File: src/rtl/dadj_pkg.sv
package dadj_pkg;
    localparam int DATA_W    = 8;
    localparam int NIB_W     = DATA_W / 2;
    localparam int DIGIT_MAX = 9;
    localparam int LO_FIX    = 6;

    typedef struct packed {
        logic c;
        logic z;
        logic s;
        logic p;
        logic h;
        logic n;
    } dadj_flags_t;

    typedef enum logic [0:0] {
        ST_IDLE = 1'b0,
        ST_EMIT = 1'b1
    } dadj_state_t;
endpackage

File: src/rtl/dadj_detect.sv
module dadj_detect
    import dadj_pkg::*;
(
    input  logic [DATA_W-1:0] acc,
    input  logic              h,
    input  logic              c,
    output logic              lo_fix,
    output logic              hi_fix,
    output logic              lo_big
);
    logic [NIB_W-1:0] lo_nib;
    logic [NIB_W-1:0] hi_nib;
    logic             hi_big;

    always_comb begin
        lo_nib = acc[NIB_W-1:0];
        hi_nib = acc[DATA_W-1:NIB_W];
        lo_big = (lo_nib > NIB_W'(DIGIT_MAX));
        // value above 99h: high digit past 9, or high digit exactly 9 with low past 9
        hi_big = (hi_nib > NIB_W'(DIGIT_MAX)) ||
                 ((hi_nib == NIB_W'(DIGIT_MAX)) && lo_big);
        lo_fix = lo_big | h;
        hi_fix = hi_big | c;
    end
endmodule

File: src/rtl/dadj_apply.sv
module dadj_apply
    import dadj_pkg::*;
(
    input  logic [DATA_W-1:0] acc,
    input  logic              n,
    input  logic              lo_fix,
    input  logic              hi_fix,
    output logic [DATA_W-1:0] result
);
    logic [DATA_W-1:0] corr;

    always_comb begin
        corr = '0;
        if (lo_fix) corr[NIB_W-1:0]      = NIB_W'(LO_FIX);
        if (hi_fix) corr[DATA_W-1:NIB_W] = NIB_W'(LO_FIX);
        // subtracting corr equals adding FA/A0/9A modulo 256
        result = n ? (acc - corr) : (acc + corr);
    end
endmodule

File: src/rtl/dadj_flags.sv
module dadj_flags
    import dadj_pkg::*;
(
    input  logic [DATA_W-1:0] acc,
    input  logic [DATA_W-1:0] result,
    input  logic              n,
    input  logic              h,
    input  logic              hi_fix,
    input  logic              lo_big,
    output dadj_flags_t       flags
);
    logic lo_small;

    always_comb begin
        lo_small = (acc[NIB_W-1:0] < NIB_W'(LO_FIX));
        flags.c  = hi_fix;
        flags.z  = (result == '0);
        flags.s  = result[DATA_W-1];
        flags.p  = ~(^result);
        flags.h  = n ? (h & lo_small) : lo_big;
        flags.n  = n;
    end
endmodule

File: src/rtl/dadj_unit.sv
module dadj_unit
    import dadj_pkg::*;
(
    input  logic              clk,
    input  logic              rst_n,
    input  logic              start,
    input  logic [DATA_W-1:0] acc_in,
    input  logic              n_in,
    input  logic              h_in,
    input  logic              c_in,
    output logic              out_valid,
    output logic [DATA_W-1:0] acc_out,
    output logic              c_out,
    output logic              z_out,
    output logic              s_out,
    output logic              p_out,
    output logic              h_out,
    output logic              n_out
);
    dadj_state_t       state_q, state_d;
    logic              lo_fix, hi_fix, lo_big;
    logic [DATA_W-1:0] result;
    dadj_flags_t       flags_d, flags_q;
    logic [DATA_W-1:0] acc_q;

    dadj_detect u_detect (
        .acc    (acc_in),
        .h      (h_in),
        .c      (c_in),
        .lo_fix (lo_fix),
        .hi_fix (hi_fix),
        .lo_big (lo_big)
    );

    dadj_apply u_apply (
        .acc    (acc_in),
        .n      (n_in),
        .lo_fix (lo_fix),
        .hi_fix (hi_fix),
        .result (result)
    );

    dadj_flags u_flags (
        .acc    (acc_in),
        .result (result),
        .n      (n_in),
        .h      (h_in),
        .hi_fix (hi_fix),
        .lo_big (lo_big),
        .flags  (flags_d)
    );

    // next-state logic
    always_comb begin
        state_d = state_q;
        unique case (state_q)
            ST_IDLE: if (start) state_d = ST_EMIT;   // go
            ST_EMIT: state_d = start ? ST_EMIT       // again
                                     : ST_IDLE;      // rest
            default: state_d = ST_IDLE;
        endcase
    end

    // state register
    always_ff @(posedge clk or negedge rst_n) begin
        if (!rst_n) state_q <= ST_IDLE;
        else        state_q <= state_d;
    end

    // output registers
    always_ff @(posedge clk or negedge rst_n) begin
        if (!rst_n) begin
            acc_q   <= '0;
            flags_q <= '0;
        end else if (start) begin
            acc_q   <= result;
            flags_q <= flags_d;
        end
    end

    assign out_valid = (state_q == ST_EMIT);
    assign acc_out   = acc_q;
    assign c_out     = flags_q.c;
    assign z_out     = flags_q.z;
    assign s_out     = flags_q.s;
    assign p_out     = flags_q.p;
    assign h_out     = flags_q.h;
    assign n_out     = flags_q.n;
endmodule

File: config.mk
export PLATFORM = sky130hd
export DESIGN_NAME = dadj_unit
export DESIGN_NICKNAME = d
export VERILOG_FILES = /design/src/rtl/dadj_pkg.sv /design/src/rtl/dadj_detect.sv /design/src/rtl/dadj_apply.sv /design/src/rtl/dadj_flags.sv /design/src/rtl/dadj_unit.sv
export SDC_FILE = /design/constraint.sdc
export NUM_CORES = 1
export LEC_CHECK = 0
export ABC_AREA = 1
export BUFFER_PORTS_ARGS = -buffer_cell sky130_fd_sc_hd__buf_2
export CAP_MARGIN = 25
export CELL_PAD_IN_SITES_DETAIL_PLACEMENT = 1
export CELL_PAD_IN_SITES_GLOBAL_PLACEMENT = 1
export CORE_AREA = 2 2 55 57
export DETAILED_ROUTE_END_ITERATION = 7
export DIE_AREA = 0 0 57 59
export PLACE_DENSITY = 0.92
export SYNTH_ARGS = -nofsm -noshare
export SYNTH_HDL_FRONTEND = slang
export SYNTH_SLANG_ARGS = --single-unit
File: constraint.sdc
create_clock -name clk -period 1.52 [get_ports clk]
set_input_delay 0.152 -clock clk [delete_from_list [all_inputs] [get_ports clk]]
set_output_delay 0.152 -clock clk [all_outputs]
set_load 0.03 [all_outputs]
==> out/results.tsv <==
metric	value	unit
worstSetupEndpointType	flop	
routed_via_density	5.487	
die_area	3363	um2
clock_sinks	14	
cts.root.buffer_cell	clkbuf_4	
synth-edff-count	0	
wl_per_cell	21.52	um
area_delta_synth_final	76.36	%
htreeDepth	1	
seq_area_frac_synth	0.3244	
route.top_layer_used	met4	
r2r_slack	760	ps
instances_no_fill	238	
hp-class	input pin to flop	
layout.nets	235	
fmax	400.4	MHz
io_pins	29	
die_w	57	um
hpwl	2881	um
clockBufferDepth	2	
grt_use_total	0.2846	
multi_input_area	925.9	um2
setup_violations	7	
peakVddDrop	0.9315	mV
yosys_warnings	0	
ys_seq_elements	14	
yosysUniqueCellTypes	27	
syn_nets	166	
m1WireLength	1841	um
power_density	1001	nW/um2
worstSetupPathType	input pin to flop	
cts_tree	done	
crit_required	1690	ps
synthTopCellsByArea	dfrtp_1 32%, nand2_1 16%, ha_1 15%	
antennaDiodeCount	0	
postSynthCellCount	139	
fin_crit_sh	1.643	
grt.overflow.total	0	
clk_pin_slew	90	ps
coreArea	2710	um2
wl	5122	um
path_max_fanout	4	
synth_most_common_cell	nand2_1	
place_inst	225	
fin_worst_skew	0	ps
vias	1306	
synth_largest_area_cell	dfrtp_1	
grt_start_max_net_pins	21	
place.gp.congestion	0.8092	
slew_headroom	0.6212	
syn_area_per_cell	7.768	um2
initialDrtViolationCount	55	
violations	negative setup slack	
cp-start-kind	input pin	
drv_slew	0	
die_y	59	um
setup_ws	-977.6	ps
hold_viol_final	0	
rr_worst_depth	2	
min-delay-start	start	
drt_first_pass_iters	5	
ant_nets	0	
finalCoreUtilization	0.7027	
cts_buffers	3	
clock_latency	290	ps
drive_gt1_frac	0.6184	
power_leakage	0.9814	nW
grt_pass1_wl	6982	um
rsz0062_at_grt	yes	
io_buffers	28	
first_global_vias	1407	
synth-main-ff-cell	dfrtp_1	
finalCriticalPeriod	2498	ps
finalPower	1.906	mW
worstReg2RegEnd	h_out	
min_path_cells	1	
fill_cells	302	
crit_arrival	2670	ps
reg2reg_from	h_out	
yosys.area.top_type_share	0.3244	
place_ws	-1271	ps
wl_met2	2756	um
antenna_found_initial	0	
synthesis.area	1080	um2
drc	0	
synthArstFlopShare	1.000	
met3WireLength	224	um
status	finished, violations left	
synth_commonest_cells	45 x nand2_1, 17 x inv_1, 14 x dfrtp_1	
holdPathEnd	out_valid	
rows	19	
hold_ws	88.97	ps
maxCapViolations	0	
worst_slew_pin_slew	567.5	ps
seq_area	350.3	um2
start_util	0.3984	
-- cell type report --
cell class,instances,share of cell area
multi-input combinational,103,0.4862
timing repair buffer,67,0.2503
sequential,14,0.1840
inverter,19,0.04008
tap,31,0.02037
clock buffer,4,0.01905
-- kinds of logic (layout without fill, tap and decap cells) --
group                    count (synthesis)  count (layout)  share of synthesized area
adder cells (fa/ha/maj)                 13              13                     0.1506
buffers and inverters                   22              90                    0.08227
AO/OA/AOI/OAI                           15              15                    0.08460
flip-flops                              14              14                     0.3245
AND/OR/NAND/NOR                         69              69                     0.3024
XOR/XNOR                                 6               6                    0.05563
-- power by group --
group	leakage, nW	total, mW	switching (mW)	internal, mW
Sequential	0.170	0.469	0.0354	0.434
Clock	0.0210	0.281	0.134	0.146
Combinational	0.790	1.16	0.654	0.502
-- layer usage --
| layer | up-vias | global-route usage |
|---|---|---|
| met5 | - | 0 |
| met3 | 29 | 0.04585 |
| met4 | 0 | 0.1395 |
| met1 | 642 | 0.2603 |
| li1 | 573 | - |
| met2 | 62 | 0.5944 |
-- worst max-delay path, stage by stage --
cell	delay, ps
buf_8	100
o21ai_4	170
o21ai_1	90
nand2_1	100
nand2_2	80
inv_2	90
ha_4	200
nand2_2	70
nand2_2	70
ha_4	270
nand2_4	100
inv_4	50
a21oi_4	170
nand2_2	80
nand2_2	100
nand2_2	70
ha_4	220
xor2_2	180
xnor2_1	210
o21ai_1	80
-- repair_timing --
action / CTS / global route
endpoints found under the setup margin: 8 / 8
gates cloned: 0 / 0
resized for setup: 28 / 25
hold buffers: 1 / 0
endpoints found under the hold margin: 14 / 0
buffers inserted: 7 / 4
pin swaps: 20 / 13
-- through the flow --
stage	instance area [um2]	setup TNS (ps)
finish	1904	-2941
global route	1904	-3410
CTS	1775	-2476
detailed placement	1551	-5467
global placement	1551	-4311
floorplan	1165	-1819
-- cells in the final DEF, fill, tap and decap left out, types with 4 or more instances in the layout --
| cell type | Yosys | layout |
|---|---|---|
| buf_4 | 1 | 33 |
| nand2_1 | 45 | 25 |
| buf_2 | 2 | 25 |
| nand2_2 | 5 | 20 |
| dfrtp_1 | 14 | 14 |
| inv_1 | 17 | 13 |
| ha_4 | 0 | 8 |
| buf_6 | 0 | 7 |
| o21ai_1 | 4 | 5 |
| ha_1 | 13 | 5 |
| inv_2 | 1 | 4 |
| nand2_4 | 0 | 4 |
| o21ai_0 | 6 | 4 |
-- registers in the layout (all words and copies together) (netlist names) --
register / cells
p_out: 1
z_out: 1
h_out: 1
acc_out: 8
c_out: 1
n_out: 1
out_valid: 1
-- worst max-delay path by stage --
stage,to,startpoint,slack (ps)
3_3_place_gp,p_out,acc_in[3],-1090
4_1_cts,p_out,acc_in[1],-850
6_report,p_out,acc_in[2],-980
3_5_place_dp,p_out,acc_in[3],-1270
2_1_floorplan,p_out,acc_in[2],-880
5_1_grt,p_out,acc_in[2],-1050
(Power assumes the default switching activity.)
